==> src/rtl/vtg_pkg.sv <==
package vtg_pkg;

  localparam int PIX_PER_OCT = 8;
  localparam int OCT_W       = 3;
  localparam int H_W         = 8;
  localparam int V_W         = 10;
  localparam int A_W         = 16;
  localparam int DLY_MAX     = 7;

  typedef enum logic [1:0] {
    PH_SYNC   = 2'd0,
    PH_BACK   = 2'd1,
    PH_SCREEN = 2'd2,
    PH_FRONT  = 2'd3
  } phase_e;

  // Effective vertical screen height: the 8-bit low part plus an implicit high bit.
  function automatic logic [V_W-1:0] screen_lines(input logic [7:0] low,
                                                  input logic [1:0] mode);
    logic [V_W-1:0] h;
    case (mode)
      2'd2:    h = {2'b01, low};
      2'd3:    h = {2'b10, low};
      default: h = {2'b00, low};
    endcase
    return h;
  endfunction

  // Byte mask for the plane: 8 KB shifted left by the mode, minus one.
  function automatic logic [A_W-1:0] plane_mask(input logic [1:0] mode);
    logic [A_W:0] sz;
    sz = (A_W+1)'(17'h02000) << mode;
    return A_W'(sz - 1'b1);
  endfunction

  // Downcounter preload for a phase; a zero length acts as one unit.
  function automatic logic [V_W-1:0] preload(input logic [V_W-1:0] len);
    return (len == '0) ? '0 : len - 1'b1;
  endfunction

endpackage

==> src/rtl/vtg_regs.sv <==
module vtg_regs
  import vtg_pkg::*;
#(
  parameter int HW = H_W,
  parameter int VW = V_W,
  parameter int AW = A_W
) (
  input  logic                clk,
  input  logic                rst_n,
  input  logic                tim_wr,
  input  logic [2:0]          tim_idx,
  input  logic                io_wr,
  input  logic [1:0]          io_idx,
  input  logic [7:0]          wdata,
  output logic [3:0][HW-1:0]  h_len,
  output logic [3:0][VW-1:0]  v_len,
  output logic [2:0]          fine_dly,
  output logic [AW-1:0]       start_addr,
  output logic [AW-1:0]       addr_mask
);

  logic [3:0][7:0] h_raw;
  logic [3:0][7:0] v_raw;
  logic [1:0]      mode_q;
  logic [7:0]      start_lo;
  logic [7:0]      start_hi;

  always_ff @(posedge clk) begin
    if (!rst_n) begin
      h_raw    <= '0;
      v_raw    <= '0;
      mode_q   <= 2'd0;
      fine_dly <= 3'd0;
      start_lo <= 8'h00;
      start_hi <= 8'h00;
    end else begin
      if (tim_wr) begin
        if (tim_idx[0]) v_raw[tim_idx[2:1]] <= wdata;
        else            h_raw[tim_idx[2:1]] <= wdata;
      end
      if (io_wr) begin
        case (io_idx)
          2'd0: begin
            mode_q   <= wdata[1:0];
            fine_dly <= wdata[7:5];
          end
          2'd2:    start_lo <= wdata;
          2'd3:    start_hi <= wdata;
          default: ;
        endcase
      end
    end
  end

  for (genvar i = 0; i < 4; i++) begin : g_len
    assign h_len[i] = HW'(h_raw[i]);
    if (i == int'(PH_SCREEN)) begin : g_height
      assign v_len[i] = VW'(screen_lines(v_raw[i], mode_q));
    end else begin : g_plain
      assign v_len[i] = VW'(v_raw[i]);
    end
  end

  assign start_addr = AW'({start_hi, start_lo}) & addr_mask;
  assign addr_mask  = AW'(plane_mask(mode_q));

endmodule

==> src/rtl/vtg_seq.sv <==
module vtg_seq
  import vtg_pkg::*;
#(
  parameter int W = V_W
) (
  input  logic               clk,
  input  logic               rst_n,
  input  logic               step,
  input  logic [3:0][W-1:0]  len,
  output logic [1:0]         phase,
  output logic               boundary,
  output logic               wrap
);

  logic [W-1:0] left;
  logic [1:0]   nxt;
  logic [W-1:0] nxt_len;

  assign nxt      = phase + 2'd1;
  assign nxt_len  = len[nxt];
  assign boundary = step && (left == '0);
  assign wrap     = boundary && (phase == PH_FRONT);

  always_ff @(posedge clk) begin
    if (!rst_n) begin
      phase <= PH_SYNC;
      left  <= '0;
    end else if (boundary) begin
      phase <= nxt;
      left  <= (nxt_len == '0) ? '0 : nxt_len - 1'b1;
    end else if (step) begin
      left  <= left - 1'b1;
    end
  end

endmodule

==> src/rtl/vtg_hdelay.sv <==
module vtg_hdelay
  import vtg_pkg::*;
#(
  parameter int DMAX = DLY_MAX
) (
  input  logic       clk,
  input  logic       rst_n,
  input  logic       raw,
  input  logic [2:0] sel,
  output logic       dly
);

  logic [DMAX-1:0] hist;

  always_ff @(posedge clk) begin
    if (!rst_n) hist <= '0;
    else        hist <= {hist[DMAX-2:0], raw};
  end

  always_comb begin
    dly = raw;
    for (int i = 1; i <= DMAX; i++) begin
      if (int'(sel) == i) dly = hist[i-1];
    end
  end

endmodule

==> src/rtl/vtg_addr.sv <==
module vtg_addr
  import vtg_pkg::*;
#(
  parameter int AW = A_W
) (
  input  logic          clk,
  input  logic          rst_n,
  input  logic          reload,
  input  logic          adv,
  input  logic [AW-1:0] start,
  input  logic [AW-1:0] mask,
  output logic [AW-1:0] addr
);

  always_ff @(posedge clk) begin
    if (!rst_n)      addr <= '0;
    else if (reload) addr <= start & mask;
    else if (adv)    addr <= (addr + 1'b1) & mask;
  end

endmodule

==> src/rtl/vtg_core.sv <==
module vtg_core
  import vtg_pkg::*;
#(
  parameter int HW = H_W,
  parameter int VW = V_W,
  parameter int AW = A_W
) (
  input  logic          clk,
  input  logic          rst_n,
  input  logic          tim_wr,
  input  logic [2:0]    tim_idx,
  input  logic          io_wr,
  input  logic [1:0]    io_idx,
  input  logic [7:0]    wdata,
  input  logic          mode_rd,
  input  logic          sync_pol_high,
  output logic          hsync,
  output logic          vsync,
  output logic          active,
  output logic [AW-1:0] vaddr,
  output logic          irq
);

  localparam logic [OCT_W-1:0] OCT_LAST = OCT_W'(PIX_PER_OCT - 1);

  logic [3:0][HW-1:0] h_len;
  logic [3:0][VW-1:0] v_len;
  logic [2:0]         fine_dly;
  logic [AW-1:0]      start_addr;
  logic [AW-1:0]      addr_mask;

  logic [OCT_W-1:0]   pix_cnt;
  logic               octet_end;
  logic [1:0]         hphase;
  logic [1:0]         vphase;
  logic               h_bound;
  logic               h_wrap;
  logic               v_bound;
  logic               frame_start;
  logic               hs_raw;
  logic               hs_dly;
  logic               adv;

  vtg_regs #(.HW(HW), .VW(VW), .AW(AW)) u_regs (
    .clk        (clk),
    .rst_n      (rst_n),
    .tim_wr     (tim_wr),
    .tim_idx    (tim_idx),
    .io_wr      (io_wr),
    .io_idx     (io_idx),
    .wdata      (wdata),
    .h_len      (h_len),
    .v_len      (v_len),
    .fine_dly   (fine_dly),
    .start_addr (start_addr),
    .addr_mask  (addr_mask)
  );

  always_ff @(posedge clk) begin
    if (!rst_n) pix_cnt <= '0;
    else        pix_cnt <= pix_cnt + 1'b1;
  end
  assign octet_end = (pix_cnt == OCT_LAST);

  vtg_seq #(.W(HW)) u_hseq (
    .clk      (clk),
    .rst_n    (rst_n),
    .step     (octet_end),
    .len      (h_len),
    .phase    (hphase),
    .boundary (h_bound),
    .wrap     (h_wrap)
  );

  vtg_seq #(.W(VW)) u_vseq (
    .clk      (clk),
    .rst_n    (rst_n),
    .step     (h_wrap),
    .len      (v_len),
    .phase    (vphase),
    .boundary (v_bound),
    .wrap     (frame_start)
  );

  assign hs_raw = (hphase == PH_SYNC);

  vtg_hdelay #(.DMAX(DLY_MAX)) u_hdly (
    .clk   (clk),
    .rst_n (rst_n),
    .raw   (hs_raw),
    .sel   (fine_dly),
    .dly   (hs_dly)
  );

  assign active = (hphase == PH_SCREEN) && (vphase == PH_SCREEN);
  assign adv    = active && octet_end;

  vtg_addr #(.AW(AW)) u_addr (
    .clk    (clk),
    .rst_n  (rst_n),
    .reload (frame_start),
    .adv    (adv),
    .start  (start_addr),
    .mask   (addr_mask),
    .addr   (vaddr)
  );

  always_ff @(posedge clk) begin
    if (!rst_n)           irq <= 1'b0;
    else if (frame_start) irq <= 1'b1;
    else if (mode_rd)     irq <= 1'b0;
  end

  assign hsync = sync_pol_high ? hs_dly : ~hs_dly;
  assign vsync = sync_pol_high ? (vphase == PH_SYNC) : (vphase != PH_SYNC);

endmodule

==> config.mk <==
export PLATFORM = sky130hd
export DESIGN_NAME = vtg_core
export DESIGN_NICKNAME = d
export VERILOG_FILES = /design/src/rtl/vtg_pkg.sv /design/src/rtl/vtg_regs.sv /design/src/rtl/vtg_seq.sv /design/src/rtl/vtg_hdelay.sv /design/src/rtl/vtg_addr.sv /design/src/rtl/vtg_core.sv
export SDC_FILE = /design/constraint.sdc
export NUM_CORES = 1
export LEC_CHECK = 0
export ABC_AREA = 1
export CORE_MARGIN = 2
export CORE_UTILIZATION = 45
export DETAILED_ROUTE_END_ITERATION = 10
export DONT_BUFFER_PORTS = 1
export REMOVE_ABC_BUFFERS = 1
export SYNTH_ARGS = -nofsm -noshare
export SYNTH_HDL_FRONTEND = slang
export SYNTH_SLANG_ARGS = --single-unit
==> constraint.sdc <==
create_clock -name clk -period 3.2 [get_ports clk]
set_input_delay 0.64 -clock clk [delete_from_list [all_inputs] [get_ports clk]]
set_output_delay 0.64 -clock clk [all_outputs]
set_load 0.005 [all_outputs]
---- Word-level counts from Yosys, hierarchy flattened ----
Cells that the tools add are included.
storage, ports and cells
  flip-flop bits (word level) ............. 134
  input bits .............................. 19
  output and inout bits ................... 20
  logic and storage cells ................. 107
operators by class
  add/subtract/negate cells ............... 9
  order comparisons ....................... 4
  equality and inequality tests ........... 16
  shift-type cells ........................ 1
  muxes and demuxes ....................... 28
  bitwise operators ....................... 5
  reductions and logical operators ........ 24
operators with widths
  cell                     count
  $bwmux W32               2
  $and A16 B16 Y16         3
  $mux W10                 4
  $mux W8                  5
  $mux W16                 2
  $bmux W10 S2             1
  $logic_not A10 Y1        2
  $pmux W10 S2             1
  $sub A10 B1 Y10 const B  2
  $add A16 B1 Y16 const B  1
  $bmux W8 S2              1
  $demux W8 S2             1
  $eq A2 B2 Y1 const B     8
  $logic_not A8 Y1         2
  $shl A14 B2 Y16 const A  1
  $sub A16 B1 Y16 const B  1
  $sub A8 B1 Y8 const B    2
  $eq A3 B3 Y1 const B     5
  $mux W1                  11
  $reduce_and A2 Y1        5
  $reduce_bool A2 Y1       5
  $lt A2 B3 Y1 const B     3
  $logic_and A1 B1 Y1      7
  $eq A3 B2 Y1 const B     2
  6 further kinds          10

---- Depth between registers and ports, before layout ----
Gate-level depths: netlist (run 1).
  depth in word-level cells ............... 10
  depth in mapped cells ................... 16
  depth with buffers taken out ............ 13

---- Cells and area by module ----
From an unflattened synthesis (run 1), not the netlist that was laid out.
unflattened totals
  cells, all modules ...................... 1167
  area, all modules ....................... 7708.6 um^2
modules (own cells, without submodules)
  module            instances  cells each  area an instance (um^2)  seq. area each (um^2)
  vtg_regs          1          507         3575.9                   1701.6
  vtg_seq (u_vseq)  1          228         1327.5                   240.2
  vtg_addr          1          172         1199.9                   320.3
  vtg_seq (u_hseq)  1          178         1063.5                   200.2
  vtg_hdelay        1          53          335.3                    140.1
  vtg_core          1          29          206.4                    80.1

---- Worst setup path after synthesis (run 1) ----
OpenSTA, ideal clock, no wires.
  kind .................................... flip-flop to flip-flop
  start ................................... reg u_vseq.phase[0]
  end ..................................... reg u_vseq.left[1]
  library setup time ...................... 0.115 ns
  data arrival time ....................... 2.145 ns
  required time ........................... 3.085 ns
  slack ................................... 0.940 ns
  stages on the path, launching flop included .. 16
  buffers on the path ..................... 3
  clock period less this slack ............ 2.260 ns
  path through ............................ dfxtp_1 > buf_6 > inv_2 > buf_6 > ha_1 > buf_2 > inv_2 > nand3_1 > nand2_2 > ha_1 > nand2_2 > nor2_4 > nand3_2 > nand2_2 > nor2_1 > o21a_1
on the way
  longest elaborated chain between the ends .. 6
  elaborated cells on any way between the ends .. 7
  classes of those cells .................. add/sub (2); mux (4); reduce/logical (1)
RTL lines
  element                                               RTL line       text
  start, declared                                       vtg_seq.sv:10  output logic [1:0] phase,
  start signal, assigned                                vtg_seq.sv:29  phase <= nxt;
  $add A2 B1 Y2 *                                       vtg_seq.sv:19  assign nxt = phase + 2'd1;
  net u_vseq.nxt[0]                                     vtg_seq.sv:16  logic [1:0] nxt;
  $bmux W10 S2 *                                        vtg_seq.sv:20  assign nxt_len = len[nxt];
  $mux W10 (implied by the code) *                      vtg_seq.sv:20
  $sub A10 B1 Y10 or $logic_not A10 Y1 (tied branches)  vtg_seq.sv:30  left <= (nxt_len == '0) ? '0 : nxt_len - 1'b1;
  $mux W10 *                                            vtg_seq.sv:30
  $mux W10 *                                            vtg_seq.sv:28  end else if (boundary) begin
  end signal, assigned                                  vtg_seq.sv:30
  end signal, assigned                                  vtg_seq.sv:32  left <= left - 1'b1;
  end, declared                                         vtg_seq.sv:15  logic [W-1:0] left;
The timed path passes the listed nets; every way through them passes the cells marked *. The select of a mux whose other input is x is not followed.
A chain may end at the register's enable or synchronous reset.

---- Final worst setup path (run 1) ----
  start ................................... reg u_regs.fine_dly[0]
  end ..................................... out hsync
on the way
  longest elaborated chain between the ends .. 10
  elaborated cells on any way between the ends .. 16
  classes of those cells .................. eq/ne (7); mux (8); bitwise (1)
RTL lines
  element                 RTL line          text
  start, declared         vtg_regs.sv:17    output logic [2:0] fine_dly,
  start signal, assigned  vtg_regs.sv:45    fine_dly <= wdata[7:5];
  $eq A3 B2 Y1            vtg_hdelay.sv:23  if (int'(sel) == i) dly = hist[i-1];
  $mux W1 (6 in a row)    vtg_hdelay.sv:23
  $mux W1 *               vtg_hdelay.sv:23
  $not A1 Y1              vtg_core.sv:114   assign hsync = sync_pol_high ? hs_dly : ~hs_dly;
  $mux W1 *               vtg_core.sv:114
  end, declared           vtg_core.sv:17    output logic hsync,
Mark *: on every way between the ends. The rest lies on a longest branch, timed or not.

==> impl_metrics.ini, run 1 <==
[clocking]
path_clk_slew_ns = 0.06
tritoncts = done
hold_buffers = 0
cts_resized = 0
numCtsBuffers = 17
clock-sinks = 134
htree_levels = 4
root_buffer = clkbuf_16
cts_setup_buffers = 0
cts_buffer_depth = 2
clk_latency_ns = 0.43

[power]
cellPowerDensity_mw_per_mm2 = 521.5
power_mw = 3.958
p_seq_share_pct = 44.0
ir_drop_mv = 0.3900
intPower_mw = 3.003
power_frac_comb_pct = 5.7
leakagePower_nw = 3.274
swShare_pct = 24.14
clkPwrFrac_pct = 50.2
p_sw_mw = 0.9556

[critical_path]
slowest_stage = dfxtp_1
worstSetupPathType = register to primary output
critPathMaxFanout = 7
required_ns = 2.56
critPathLaunchType = register
reg2reg_depth = 10
cp_common_cell = nand2_1
worstPathArrival_ns = 1.77
ff2ff_setup_slack_ns = 0.79
crit_path_end_kind = primary output
critPathMaxStageDelay_ns = 0.37
crit_buf_inv = 1
timing.rr.start = pix_cnt[0]
crit_family = simple AND/OR/NAND/NOR gates
reg2reg_to = u_addr.addr[9]
crit_chain = inv_1, nand3_1, or2_2, nand3_1, nand2_1, nand2_1, nand2_1, nand2_1, nand2_1, nand2_1, nand2_1

[hold_path]
hold_start = rst_n
hold_end = u_addr.addr[11]
worstHoldPathType = input pin to register
hold_depth = 2

[floorplan]
placeableCoreArea_sq_mm = 0.01509
row_count = 45
start_util_pct = 45.83
ios = 39
die_h_microns = 128.0
die_w_microns = 128.0
die-area_sq_mm = 0.01638

[final_layout]
final_cell_mix = nand2_1, nor2_1, dfxtp_1, o21ai_0, nand3_1
multi_input_area_sq_mm = 0.003675
n_antenna_cell = 0
seqCellArea_sq_mm = 0.002683
drive_gt1_share_pct = 8.992
n_fill_cell = 1552
area_growth_pct = 9.752
final_common_cell = nand2_1
fin_nets = 1034

[placement]
gp_congestion = 0.8383
dp_slack_ns = 0.8256
io_buffers = 0
hpwl_microns = 12180

[status]
status = finished, final reports clean

[synth]
ys_seq_area_share_pct = 38.79
synth_cells = 1012
synth.ff_latch_count = 134
yosysWarnings = 0
syn_area_sq_mm = 0.006915
post_synth_num_cell_types = 42
syn_area_per_cell_sq_um = 6.833

[global_route]
grt_util_met1_pct = 31.66
grt_pass1_vias = 5745
grt_max_degree = 125
use_met2_pct = 33.72
grt_pass1_wl_microns = 29360
overflow = 0
grt_busiest_layer = met2
track_usage_pct = 22.61
use_met3_pct = 6.386
antenna_found_initial = 0

[timing]
worst_pin_slew_ns = 0.6295
finalCritPeriodShare_pct = 75.41
relSlewSlack_pct = 57.99
fin_skew_ns = 0.009142
worst_slack_ns = 0.7870
post-route-min-period_ns = 2.413
tns_ns = 0
slew_violations = 0
setup_viol = 0
fmax_mhz = 414.4
hold_viol = 0
rsz0062_at_grt = false

[detailed_routing]
via_per_inst = 5.119
wl_per_cell_microns = 14.79
first_iter_violations = 348
drt_pass1_iterations = 5
vias = 6143
drcViolationCount = 0
drt_wl_total_microns = 17740
ant_nets = 0

[flow_run]
drv_cap = 0
-- metrics by stage --
step | hold slack [ns] | cells | cell area, sq um | utilization (%)
CTS | 0.3096 | 1200 | 7590 | 50.30
finish | 0.3176 | 1200 | 7590 | 50.30
global route | 0.3050 | 1200 | 7590 | 50.30
global placement | 0.4086 | 1168 | 6990 | 46.33
detailed placement | 0.4143 | 1168 | 6990 | 46.33
floorplan | 0.3992 | 975 | 6718 | -
-- registers in the layout (all words and copies together) (netlist names) --
name	flops
u_hseq.left	8
u_regs.fine_dly	3
u_vseq.phase	2
u_regs.start_lo	8
pix_cnt	3
u_vseq.left	10
u_regs.h_len	32
u_hseq.phase	2
u_regs.start_hi	8
u_regs.mode_q	2
u_regs.v_raw	8
u_regs.v_len	24
irq	1
u_hdly.hist	7
u_addr.addr	16
-- metal layers --
metal,part of all wire (%),wire length [microns],vias to the layer above
met3,5.3,946,28
li1,-,-,3238
met4,1.8,320,0
met5,0,0,-
met2,43,7663,128
met1,50,8812,2749
-- worst max-delay path by stage --
stage / startpoint / end / slack [ns] / depth (start not counted)
after detailed placement: pix_cnt[0] / u_addr.addr[9] / 0.83 / 10
after CTS: u_regs.fine_dly[0] / hsync / 0.77 / 10
final: u_regs.fine_dly[0] / hsync / 0.79 / 11
after floorplan: u_vseq.phase[0] / u_vseq.left[1] / 0.69 / 12
after global routing: pix_cnt[0] / u_addr.addr[11] / 0.56 / 13
after global placement: pix_cnt[0] / u_addr.addr[11] / 0.81 / 13
-- power by group through the flow --
stage	Sequential, mW	Combinational (mW)	Clock, mW
after floorplan	1.77	0.189	0
after global placement	1.78	0.226	0
after detailed placement	1.78	0.227	0
after CTS	1.74	0.229	2.02
after global routing	1.75	0.267	2.09
final	1.74	0.227	1.99
-- area by class of cell --
cell class | count | share of cell area [%]
Tap cell | 188 | 3.099
Timing Repair Buffer | 5 | 0.4946
Multi-Input combinational cell | 747 | 48.42
Sequential cell | 134 | 35.34
Clock inverter | 12 | 1.879
Inverter | 94 | 4.748
Clock buffer | 20 | 6.017
-- cell families after synthesis --
family          count (synthesis)  synth area share (%)
simple gates                  527                 33.83
compound gates                183                 13.75
flops                         134                 38.79
buf+inv                       131                 8.069
xor+xnor                       21                 2.660
fa+ha+maj                      16                 2.895
-- cell usage after synthesis, drive strengths merged --
| library cell | count | area share [%] |
|---|---|---|
| a31oi | 2 | 0.18 |
| o211ai | 4 | 0.43 |
| nand2 | 225 | 13 |
| nor3b | 1 | 0.11 |
| o21ai | 115 | 8.4 |
| clkbuf | 25 | 1.4 |
| buf | 12 | 1.5 |
| a21oi | 56 | 4.1 |
| and3 | 1 | 0.091 |
| clkinv | 3 | 0.16 |
| o22ai | 1 | 0.091 |
| nand4 | 8 | 0.81 |
| nand3 | 90 | 7.2 |
| o31ai | 1 | 0.11 |
| dfxtp | 134 | 39 |
| inv | 91 | 5.0 |
| or2 | 2 | 0.18 |
| nand3b | 3 | 0.33 |
| a211o | 1 | 0.13 |
| nor3 | 8 | 0.80 |
| o21a | 3 | 0.33 |
| xor2 | 17 | 2.2 |
| nor2 | 189 | 11 |
| ha | 16 | 2.9 |
| xnor2 | 4 | 0.51 |
No activity file was read; power rests on OpenSTA's default activity.
==> run 2, diff against run 1 <==
Clock period 3.2 ns to 2.27 ns, I/O delays scaled along.
==> impl_metrics.ini, run 2 (synthesis results as in run 1) <==
[timing]
relSlewSlack_pct = 68.47
fin_skew_ns = 0.003667
hold_viol = 0
fmax_mhz = 459.2
worst_pin_slew_ns = 0.4724
setup_viol = 0
tns_ns = 0
post-route-min-period_ns = 2.178
slew_violations = 0
finalCritPeriodShare_pct = 95.93

[floorplan]
die-area_sq_mm = 0.01638
row_count = 45
placeableCoreArea_sq_mm = 0.01509
die_h_microns = 128.0
start_util_pct = 45.83
die_w_microns = 128.0
ios = 39

[global_route]
grt_max_degree = 125
track_usage_pct = 22.69
antenna_found_initial = 0
grt_pass1_vias = 5727
overflow = 0
grt_pass1_wl_microns = 29230

[final_layout]
seqCellArea_sq_mm = 0.002689
fin_util_pct = 51.37
final_common_cell = nand2_1
final_cell_mix = nand2_1, nor2_1, dfxtp_1, o21ai_0, nand3_1
area_growth_pct = 12.09
multi_input_area_sq_mm = 0.003687
n_antenna_cell = 0
n_fill_cell = 1525
drive_gt1_share_pct = 10.86
fin_nets = 1044
largest_reg_flops = 32

[clocking]
root_buffer = clkbuf_16
clk_latency_ns = 0.42
cts_buffer_depth = 2
htree_levels = 4
numCtsBuffers = 17
path_clk_slew_ns = 0.06
tritoncts = done
clock-sinks = 134

[power]
cellPowerDensity_mw_per_mm2 = 754.4
clkPwrFrac_pct = 52.4
p_sw_mw = 1.305
ir_drop_mv = 0.5399
leakagePower_nw = 3.342
intPower_mw = 4.543
p_seq_share_pct = 42.0
swShare_pct = 22.31
power_frac_comb_pct = 5.6

[detailed_routing]
first_iter_violations = 424
vias = 6142
drt_wl_total_microns = 17760
wl_per_cell_microns = 14.68
via_per_inst = 5.076
drt_pass1_iterations = 4
drcViolationCount = 0
ant_nets = 0

[critical_path]
critPathLaunchType = register
crit_path_end_kind = primary output
required_ns = 1.82
worstPathArrival_ns = 1.72
critPathMaxFanout = 9
worstSetupPathType = register to primary output

[placement]
gp_congestion = 0.8099
io_buffers = 0
hpwl_microns = 11990

[flow_run]
drv_cap = 0

[hold_path]
worstHoldPathType = input pin to register

[status]
status = finished, final reports clean
==> run 2: changes by cell type in the layout (fill, tap and decap cells not counted), sizes merged <==
cell | previous run | this run
clkbuf | 20 | 19
clkinvlp | 1 | 6
clkinv | 8 | 5
inv | 95 | 91
bufinv | 2 | 5
buf | 5 | 15
==> run 2: path summary, 6_finish.rpt <==
check	cells past startpoint	endpoint	slack, ns	start
max	11	hsync	0.09	u_regs.fine_dly[2]
min	2	u_addr.addr[12]	0.13	rst_n
max reg2reg	13	u_vseq.left[7]	0.22	u_vseq.phase[1]
min reg2reg	2	u_hdly.hist[4]	0.42	u_hdly.hist[3]
==> run 2: area by class of cell <==
| class | count | share of cell area (%) |
|---|---|---|
| Multi-Input combinational cell | 747 | 47.57 |
| Sequential cell | 134 | 34.69 |
| Clock inverter | 13 | 2.615 |
| Tap cell | 188 | 3.035 |
| Inverter | 94 | 4.794 |
| Clock buffer | 19 | 5.843 |
| Timing Repair Buffer | 15 | 1.453 |
==> run 2: repair_timing <==
action / CTS / global route
endpoints found under the setup margin: 1 / 13
hold buffers: 0 / 0
gates cloned: 0 / 0
setup buffers: 0 / 2
resized for setup: 1 / 12
==> run 2: power by group through the flow <==
stage	sequential [mW]	clock (mW)	combinational [mW]
6_report	2.46	3.07	0.327
5_1_grt	2.46	3.20	0.384
4_1_cts	2.45	3.11	0.324
3_5_place_dp	2.51	0	0.323
3_3_place_gp	2.50	0	0.320
2_1_floorplan	2.50	0	0.266
==> run 2: layer usage <==
metal	global-route usage [%]	wire (microns)	vias up
li1	-	-	3256
met1	31.38	8824	2736
met2	35.64	7847	130
met3	5.593	880	20
met4	5.818	206	0
met5	0	0	-
==> run 2: worst max-delay path, stage by stage (launching register included) <==
cell,delay [ns]
dfxtp_2,0.33
clkinvlp_4,0.14
nand3_2,0.09
or2_2,0.27
nand3_1,0.09
nand2_1,0.06
nand2_1,0.05
nand2_1,0.04
nand2_1,0.07
nand2_1,0.05
nand2_1,0.05
nand2_1,0.06
==> run 2: metrics by stage <==
stage          hold slack, ns  power [mW]  cell area (sq um)  setup WS [ns]  cells
4_1_cts                0.1232       5.893               7706        0.03727   1208
6_report               0.1315       5.848               7751        0.09239   1210
5_1_grt                0.1303       6.047               7751       -0.02328   1210
3_5_place_dp           0.4158       2.828               7051         0.1216   1176
3_3_place_gp           0.4107       2.825               7051         0.1865   1176
2_1_floorplan          0.3992       2.761               6718        -0.2423    975
==> run 3, diff against run 2 <==
Settings changed: CORE_UTILIZATION 45 to 40.
==> impl_metrics.ini, run 3 (synthesis results as in run 1) <==
[power]
clkPwrFrac_pct = 52.3
power_frac_comb_pct = 5.7
cellPowerDensity_mw_per_mm2 = 746.4
ir_drop_mv = 0.4496
p_seq_share_pct = 42.0
swShare_pct = 22.11
p_sw_mw = 1.292
intPower_mw = 4.552
leakagePower_nw = 3.374

[detailed_routing]
via_per_inst = 5.021
ant_nets = 0
drt_wl_total_microns = 17590
vias = 6276
drt_pass1_iterations = 5
first_iter_violations = 409
drcViolationCount = 0
wl_per_cell_microns = 14.07

[timing]
slew_violations = 0
relSlewSlack_pct = 68.46
fmax_mhz = 464.6
worst_slack_ns = 0.1174
tns_ns = 0
post-route-min-period_ns = 2.153
finalCritPeriodShare_pct = 94.83
hold_viol = 0
worst_pin_slew_ns = 0.4726
setup_viol = 0
fin_skew_ns = 0.01297
holdWs_ns = 0.1661

[hold_path]
hold_end = u_regs.v_len[33]
hold_start = wdata[3]
hold_depth = 2
worstHoldPathType = input pin to register

[critical_path]
critPathLaunchType = register
worstPathArrival_ns = 1.70
crit_path_end_kind = primary output
reg2reg_depth = 13
timing.rr.start = u_vseq.phase[1]
reg2reg_to = u_vseq.left[9]
worstSetupPathType = register to primary output
critPathMaxFanout = 6
required_ns = 1.82
ff2ff_setup_slack_ns = 0.14

[global_route]
antenna_found_initial = 0
track_usage_pct = 19.81
grt_pass1_wl_microns = 28820
grt_pass1_vias = 5613
grt_max_degree = 125
overflow = 0

[clocking]
clock-sinks = 134
tritoncts = done
numCtsBuffers = 17
cts_buffer_depth = 2
htree_levels = 4
path_clk_slew_ns = 0.06
hold_buffers = 0
root_buffer = clkbuf_16
clk_latency_ns = 0.43

[final_layout]
fin_util_pct = 45.75
multi_input_area_sq_mm = 0.003692
final_common_cell = nand2_1
fin_nets = 1048
n_antenna_cell = 0
seqCellArea_sq_mm = 0.002690
drive_gt1_share_pct = 11.41
final_cell_mix = nand2_1, nor2_1, dfxtp_1, o21ai_0, nand3_1
area_growth_pct = 13.23
n_fill_cell = 1785
largest_reg_flops = 32

[floorplan]
start_util_pct = 40.40
die_w_microns = 135.5
die_h_microns = 135.5
row_count = 48
ios = 39
die-area_sq_mm = 0.01836
placeableCoreArea_sq_mm = 0.01712

[placement]
io_buffers = 0
dp_slack_ns = 0.1798
hpwl_microns = 12030
gp_congestion = 0.8111

[flow_run]
drv_cap = 0

[status]
status = finished, final reports clean
## run 3: cell count changes in the layout (fill, tap and decap cells not counted), sizes merged
cell	previous run	this run
clkinvlp	6	2
inv	91	93
clkinv	5	6
buf	15	19
## run 3: worst max-delay path by stage
stage | startpoint | end | slack, ns | cells past startpoint
2_1_floorplan | u_vseq.phase[0] | u_vseq.left[1] | -0.24 | 12
3_3_place_gp | u_hseq.phase[0] | u_hseq.left[6] | 0.19 | 12
3_5_place_dp | u_vseq.phase[1] | u_vseq.left[8] | 0.18 | 13
4_1_cts | u_regs.fine_dly[2] | hsync | 0.02 | 10
5_1_grt | u_regs.fine_dly[2] | hsync | -0.001 | 10
6_report | u_regs.fine_dly[2] | hsync | 0.12 | 10
## run 3: metrics by stage
stage	power [mW]	cell area, sq um	instances
after global routing	6.052	7830	1250
after global placement	2.828	7112	1215
after detailed placement	2.831	7112	1215
after CTS	5.881	7765	1246
final	5.844	7830	1250
after floorplan	2.761	6718	975
## run 3: final cells by class
| type | count | share of cell area [%] |
|---|---|---|
| inverters | 94 | 4.746 |
| clock inverters | 12 | 2.541 |
| clock buffers | 19 | 5.785 |
| flip-flops and latches | 134 | 34.36 |
| repair buffers | 19 | 1.822 |
| well taps | 225 | 3.595 |
| multi-input cells | 747 | 47.16 |
## run 3: metal layers
| metal | wire, microns | up-vias | global-route usage (%) |
|---|---|---|---|
| li1 | - | 3265 | - |
| met2 | 7744 | 122 | 29.24 |
| met4 | 310 | 0 | 6.887 |
| met1 | 8851 | 2869 | 28.90 |
| met5 | 0 | - | 0 |
| met3 | 681 | 20 | 3.629 |
## run 3: timing repair
action                                  CTS  global route
endpoints found under the setup margin    1             8
resized for setup                         2            14
pin swaps                                 0             1
setup buffers                             0             4
hold endpoints to repair                  0             0
## run 3: critical path: stages (launching register included)
cell        delay, ns
dfxtp_2          0.33
clkinvlp_4       0.11
nand3_2          0.07
or2_2            0.27
nand3_1          0.09
nand2_1          0.06
nand2_1          0.05
nand2_1          0.05
nand2_2          0.07
nand3b_1         0.09
nand2_2          0.08
## run 3: power groups by stage
stage	Sequential [mW]	Combinational (mW)	Clock [mW]
after global placement	2.51	0.323	0
after floorplan	2.50	0.266	0
final	2.46	0.333	3.05
after global routing	2.46	0.386	3.20
after CTS	2.46	0.326	3.10
after detailed placement	2.51	0.324	0
